--- config.mk ---
export PLATFORM = sky130hd
export DESIGN_NAME = xlate_update_engine
export DESIGN_NICKNAME = d
export VERILOG_FILES = /design/src/rtl/xlate_update_engine.sv
export SDC_FILE = /design/constraint.sdc
export NUM_CORES = 2
export LEC_CHECK = 0
export CAP_MARGIN = 25
export CORE_ASPECT_RATIO = 0.8
export CORE_UTILIZATION = 40
export CTS_CLUSTER_SIZE = 12
export DETAILED_ROUTE_END_ITERATION = 8
export PLACE_DENSITY_LB_ADDON = 0.15
export SYNTH_ARGS = -nofsm -noshare
export SYNTH_HDL_FRONTEND = slang
export SYNTH_SLANG_ARGS = --single-unit
--- constraint.sdc ---
create_clock -name clk -period 9.74 [get_ports clk]
set_input_delay 0.974 -clock clk [delete_from_list [all_inputs] [get_ports clk]]
set_output_delay 0.974 -clock clk [all_outputs]
set_load 0.005 [all_outputs]
--- src/rtl/xlate_update_engine.sv ---
module xlate_update_engine #(
  parameter int          NWIN       = 2,
  parameter int          ENTRIES    = 16,
  parameter int          PSHIFT     = 12,
  parameter logic [31:0] ID_BASE    = 32'h0000_1000,
  parameter logic [63:0] OFF_STRIDE = 64'h1_0000_0000,
  parameter int          MAX_LIST   = 512,
  parameter int          LIST_ALIGN = 12
)(
  input  logic        clk,
  input  logic        rst_n,
  input  logic        cmd_valid,
  output logic        cmd_ready,
  input  logic [1:0]  cmd_op,
  input  logic [63:0] cmd_win,
  input  logic [63:0] cmd_addr,
  input  logic [63:0] cmd_data,
  input  logic [63:0] cmd_count,
  output logic        done,
  output logic        status_err,
  output logic [63:0] rd_data,
  output logic        mem_req_valid,
  output logic [63:0] mem_req_addr,
  input  logic        mem_rsp_valid,
  input  logic [63:0] mem_rsp_data,
  output logic        inv_valid,
  output logic [63:0] inv_iova,
  output logic [63:0] inv_xlat,
  output logic [63:0] inv_mask,
  output logic [1:0]  inv_perm
);
  localparam int TOTAL = NWIN * ENTRIES;
  localparam int TW    = $clog2(TOTAL);
  localparam int IW    = $clog2(ENTRIES);
  localparam int WW    = (NWIN > 1) ? $clog2(NWIN) : 1;
  localparam int CMAX  = (MAX_LIST > ENTRIES) ? MAX_LIST : ENTRIES;
  localparam int CW    = $clog2(CMAX + 1);
  localparam logic [63:0] PAGE  = 64'd1 << PSHIFT;
  localparam logic [63:0] PMASK = ~(PAGE - 64'd1);
  localparam logic [1:0] OP_PUT = 2'd0, OP_GET = 2'd1, OP_FILL = 2'd2, OP_LIST = 2'd3;

  typedef enum logic [1:0] {S_IDLE, S_EXEC, S_FETCH} state_t;
  state_t state;

  logic [63:0]   tab [TOTAL];
  logic [1:0]    op_q;
  logic [WW-1:0] win_q;
  logic [63:0]   addr_q, val_q, ptr_q;
  logic [CW-1:0] left_q;

  logic [31:0] id_off;
  logic        win_hit, count_bad, reject;
  logic [63:0] diff, pidx, swp, wval;
  logic        in_rng, step;
  logic [TW-1:0] slot;

  assign id_off  = cmd_win[31:0] - ID_BASE;
  assign win_hit = (cmd_win[63:32] == 32'd0) && (id_off < 32'(NWIN));

  always_comb begin
    case (cmd_op)
      OP_FILL: count_bad = (cmd_count == 64'd0) || (cmd_count > 64'(ENTRIES));
      OP_LIST: count_bad = (cmd_count == 64'd0) || (cmd_count > 64'(MAX_LIST)) ||
                           (cmd_data[LIST_ALIGN-1:0] != '0);
      default: count_bad = 1'b0;
    endcase
  end
  assign reject = !win_hit || count_bad;

  assign diff   = addr_q - (64'(win_q) * OFF_STRIDE);
  assign pidx   = diff >> PSHIFT;
  assign in_rng = pidx < 64'(ENTRIES);
  assign slot   = TW'(win_q) * TW'(ENTRIES) + TW'(pidx[IW-1:0]);

  always_comb begin
    for (int b = 0; b < 8; b++) swp[8*b +: 8] = mem_rsp_data[8*(7-b) +: 8];
  end
  assign wval = (op_q == OP_LIST) ? swp : val_q;
  assign step = (state == S_EXEC) || (state == S_FETCH && mem_rsp_valid);

  assign cmd_ready     = (state == S_IDLE);
  assign mem_req_valid = (state == S_FETCH);
  assign mem_req_addr  = ptr_q;

  always_ff @(posedge clk) begin
    if (!rst_n) begin
      state <= S_IDLE;
      done <= 1'b0; status_err <= 1'b0; rd_data <= '0;
      inv_valid <= 1'b0; inv_iova <= '0; inv_xlat <= '0; inv_mask <= '0; inv_perm <= '0;
      op_q <= '0; win_q <= '0; addr_q <= '0; val_q <= '0; ptr_q <= '0; left_q <= '0;
      for (int i = 0; i < TOTAL; i++) tab[i] <= '0;
    end else begin
      done      <= 1'b0;
      inv_valid <= 1'b0;
      case (state)
        S_IDLE: if (cmd_valid) begin
          op_q   <= cmd_op;
          win_q  <= id_off[WW-1:0];
          addr_q <= cmd_addr & PMASK;
          val_q  <= cmd_data;
          ptr_q  <= cmd_data;
          left_q <= (cmd_op == OP_PUT || cmd_op == OP_GET) ? CW'(1) : cmd_count[CW-1:0];
          if (reject) begin
            done <= 1'b1; status_err <= 1'b1; rd_data <= '0;
          end else begin
            state <= (cmd_op == OP_LIST) ? S_FETCH : S_EXEC;
          end
        end
        default: if (step) begin
          if (!in_rng) begin
            done <= 1'b1; status_err <= 1'b1; rd_data <= '0; state <= S_IDLE;
          end else if (op_q == OP_GET) begin
            done <= 1'b1; status_err <= 1'b0; rd_data <= tab[slot]; state <= S_IDLE;
          end else begin
            tab[slot] <= wval;
            inv_valid <= 1'b1;
            inv_iova  <= diff & PMASK;
            inv_xlat  <= wval & PMASK;
            inv_mask  <= ~PMASK;
            inv_perm  <= wval[1:0];
            left_q    <= left_q - CW'(1);
            addr_q    <= addr_q + PAGE;
            ptr_q     <= ptr_q + 64'd8;
            if (left_q == CW'(1)) begin
              done <= 1'b1; status_err <= 1'b0; rd_data <= '0; state <= S_IDLE;
            end
          end
        end
      endcase
    end
  end

  assert_list_req_aligned_R5: assert property (@(posedge clk) disable iff (!rst_n)
    mem_req_valid |-> (mem_req_addr[2:0] == 3'd0)) else $error("list request misaligned");

  assert_notice_aligned_R7: assert property (@(posedge clk) disable iff (!rst_n)
    inv_valid |-> (((inv_iova | inv_xlat) & inv_mask) == 64'd0)) else $error("notice not page aligned");

  assert_notice_while_busy_R9: assert property (@(posedge clk) disable iff (!rst_n)
    inv_valid |-> $past(state != S_IDLE)) else $error("notice from idle engine");

  assert_error_no_notice_R6: assert property (@(posedge clk) disable iff (!rst_n)
    (done && status_err) |-> !inv_valid) else $error("write reported with error");

  assert_done_returns_idle_R9: assert property (@(posedge clk) disable iff (!rst_n)
    done |-> cmd_ready) else $error("done while busy");

  assert_accept_goes_busy_R9: assert property (@(posedge clk) disable iff (!rst_n)
    (cmd_valid && cmd_ready) |=> (done || !cmd_ready)) else $error("accept ignored");
endmodule

==> results by stage <==
Global routing:
- The global-route congestion overflow total is 0.
- Entering global routing, the biggest net connects roughly 170 pins.
- The via count of the first global-routing pass is 72600.
- The number of antenna violations at the first check in global routing is 30.
- The total global routing track utilization is slightly below 30%.
- The first global-routing pass estimated 555000 um of wire.

Route:
- The violation count after the first detailed-routing iteration is 9836.
- The post-detailed-route DRC marker count is 0.
- The final layout contains routed wiring with a total length of 399000 um.
- In this run the remaining antenna-violating nets after routing total 0.
- After detailed routing, the average wire length per cell comes to 32.5 um.
- The vias after detailed routing is 74500.
- The detailed-route vias per instance is just over 6.
- The first TritonRoute pass finished after 8 iterations.

Timing:
- The final number of hold-violating endpoints is 0.
- The number of slew-limit violations in the final report is 0.
- The final critical delay including setup and external delays is ~7000 ps.
- The slew at the pin closest to its max-slew limit is 1430 ps.
- Timing would allow up to approximately 0.14 GHz.
- The worst clock skew on the final layout is approximately 58 ps.
- The relative slew slack is 4.98%.
- The smallest hold slack is 451 ps.
- The final-report setup violation count is 0.
- Setup repair after global routing left no endpoint under its margin.
- The setup TNS after final layout is 0 ps.
- After layout, the worst path uses 72.0% of the clock period.

Clocking:
- TritonCTS built the clock tree.
- The number of buffers on the longest clock path is 4.
- The hold buffer count at cts is 0.
- The clock root buffer master is sky130_fd_sc_hd__clkbuf_16.
- The post-CTS setup repair buffer count is 0.
- The latest clock arrival within the worst-skew pair is about 870 ps.
- Once the clock tree was built, the resizer swapped 0 gates to a different size.
- The H-tree was split into 5 levels.
- After clock tree synthesis, the clock-pin slew on the worst setup and hold paths is 60 ps.
- For this design, the sink count on the clock tree is 2417.
- TritonCTS created 271 clock buffers.

Logic synthesis:
- The count of warnings emitted by yosys is 0.
- In this run the cell area of the synthesized design comes to approximately 110000 um^2.
- After synthesis, the share of flip-flops with an asynchronous set or reset is 0%.
- A synthesized cell averages 13.1 um^2.
- Counting flops with a built-in enable in the synthesized netlist gives around 2000.
- The number of storage elements in the synthesis netlist is 2417.
- The share of the Yosys chip area taken by registers is 64.7%.
- Yosys mapped the design onto 78 distinct sky130hd cell types.
- The most used flip-flop cell after synthesis is sky130_fd_sc_hd__edfxtp_1.
- The count of mapped cells out of synthesis is 8152.

Place:
- The final RePlAce weighted congestion is between 0.8 and 0.9.
- The number of placed instances, taps included is between 10000 and 15000.
- The instance area after placement is around 120000 um^2.
- The number of port buffers is around 560.
- The half-perimeter wire length after detailed placement is 226000 um.

Pwr:
- The analysis attributes to cell leakage a power of 39.5 nW.
- The power share of the combinational group is 7.8%.
- For this design the ratio of total power to cell area is 189 nW/um^2.
- The switching part of the total power is 23.8%.
- The maximum VDD drop is approximately 0.14 mV.
- The internal power of the cells totals 17.7 mW.
- Registers are responsible for 50.3% of the overall power.
- The analysis attributes to net switching a power of 5.53 mW.
- The proportion of power drawn by the clock network is 41.9%.

Cells and area:
- The finished layout holds between 10000 and 15000 standard cells, fillers aside.
- The synthesis-to-finish area growth is 15.8%.
- The number of nets in the layout is 8874.
- The filler cells instantiated in the layout total 23700.
- The utilization after layout is 46.5%.
- The finished layout cell area is between 100000 and 150000 um^2.
- The post-route netlist has 13.7% of its cells at a drive strength greater than 1.
- In the layout the commonest cells are 2124 x sky130_fd_sc_hd__nor2_1, 2048 x sky130_fd_sc_hd__edfxtp_1, 901 x sky130_fd_sc_hd__nand2_1.
- The library cell used most frequently in the layout, excluding fill and tap cells, is sky130_fd_sc_hd__nor2_1.

Critical path:
- STA classifies the critical path endpoint as a flip-flop.
- The register-to-register setup slack is 2730 ps.
- For the worst setup path, the data arrival time is 7500 ps.
- The type of the worst setup path is reg -> reg.
- The worst setup path is launched from a flip-flop.
- In this run the worst setup path begins at win_q.
- The startpoint identified for the worst register-to-register timing path is win_q.
- Following the worst setup path forward leads to its endpoint at tab[26][6].
- The worst register-to-register path has a depth of 10.
- The capture instance of the worst register-to-register path is tab[26][6].
- The required time at the worst-slack endpoint is 10230 ps.
- The biggest fanout along the worst timing path is 28.

Floorplan:
- The area of the die is 268000 um^2.
- The count of pins on the block boundary is 653.
- The starting density of the core is 40.2%.
- The floorplan core area is 265000 um^2.
- The floorplan has 169 rows.
- The die width is 579 um.
- The floorplan step set the die height to 464 um.

Worst hold path:
- The tightest min-delay check is of the reg -> reg type.
- Along the worst hold path, the cell count comes to 2.

Job:
- Across the run, the number of max-cap violations was 0.

Status:
- The run finished with clean final reports.
routing by layer:
metal	up-vias	share of wire (%)	track usage [%]
met1	38400	40	41.0
met5	-	0.045	0
met2	4642	45	45.1
met4	28	3.3	8.95
li1	30700	-	-
met3	711	11	6.39
worst min-delay path by stage:
stage | startpoint | endpoint
3_3_place_gp | rd_data[27] | rd_data[27]
4_1_cts | inv_xlat[61] | inv_xlat[61]
3_5_place_dp | inv_xlat[61] | inv_xlat[61]
2_1_floorplan | addr_q[62] | addr_q[62]
5_1_grt | inv_xlat[53] | inv_xlat[53]
6_report | inv_xlat[20] | inv_xlat[20]
layout make-up:
cell class              instances  area, um^2  area share [%]
diodes                         13        32.5          0.0264
clock buffers                 384        7520            6.10
clock inverters                81         619           0.502
inverters                      23        96.3          0.0781
multi-input cells            5067       34100            27.6
flip-flops and latches       2417       68900            55.9
well taps                    3505        4390            3.56
repair buffers                759        7700            6.25
cell usage after synthesis (all sizes together), types with 16 or more instances:
library cell  instances  area (um^2)
clkbuf              341         1280
nand3                55          318
a31oi                29          181
a221oi               67          587
and2                 16          100
mux2i                68          681
buf                 379         2950
o32ai                21          184
nor3                 53          265
and3                136          851
nor4                 59          390
inv                  23         86.3
nand2               911         3420
o221a                17          191
dfxtp               369         7390
o2bb2ai              64          561
a22o                 65          569
mux4                512        11500
edfxtp             2048        61500
a22oi               151         1130
a21oi               255         1280
mux2                 64          721
o22ai                20          125
nor2               2127         7980
o211ai               18          135
nand4                50          313
o21ai                67          335
per-stage QoR:
step	total power, mW	setup slack (ps)
6_report	23.3	2730
5_1_grt	23.8	2590
4_1_cts	23.3	2870
3_5_place_dp	13.7	2820
3_3_place_gp	13.7	2820
2_1_floorplan	12.8	1740
power by group through the flow:
stage | Combinational, mW | Clock [mW] | Sequential, mW
floorplan | 0.970 | 0 | 11.9
global placement | 1.79 | 0 | 11.9
detailed placement | 1.80 | 0 | 11.9
CTS | 1.81 | 9.85 | 11.7
global route | 1.88 | 10.2 | 11.7
finish | 1.82 | 9.75 | 11.7
cell families after synthesis:
kind of cell,synth area share [%]
xor+xnor,0.0658
buf+inv,4.06
other cells,0.00352
flops,64.7
mux,12.1
fa+ha+maj,0.115
compound gates,5.59
simple gates,13.3
flip-flops by register name, summed over array words and instances, names as in the netlist, 2 cells and up:
register,cells
state,2
inv_xlat,52
addr_q,52
val_q,64
op_q,2
left_q,10
tab,2048
inv_perm,2
inv_iova,52
mem_req_addr,64
rd_data,64
worst max-delay path, stage by stage, from the launching register on:
cell,delay (ps)
sky130_fd_sc_hd__dfxtp_1,900
sky130_fd_sc_hd__ha_1,340
sky130_fd_sc_hd__or4b_1,620
sky130_fd_sc_hd__nor4_4,330
sky130_fd_sc_hd__nand4_1,220
sky130_fd_sc_hd__or3b_1,440
sky130_fd_sc_hd__a2111oi_4,750
sky130_fd_sc_hd__and2_1,540
sky130_fd_sc_hd__nand2_1,640
sky130_fd_sc_hd__o21ai_4,1090
sky130_fd_sc_hd__buf_4,700
Note: power is estimated with default switching activity, not from simulation.
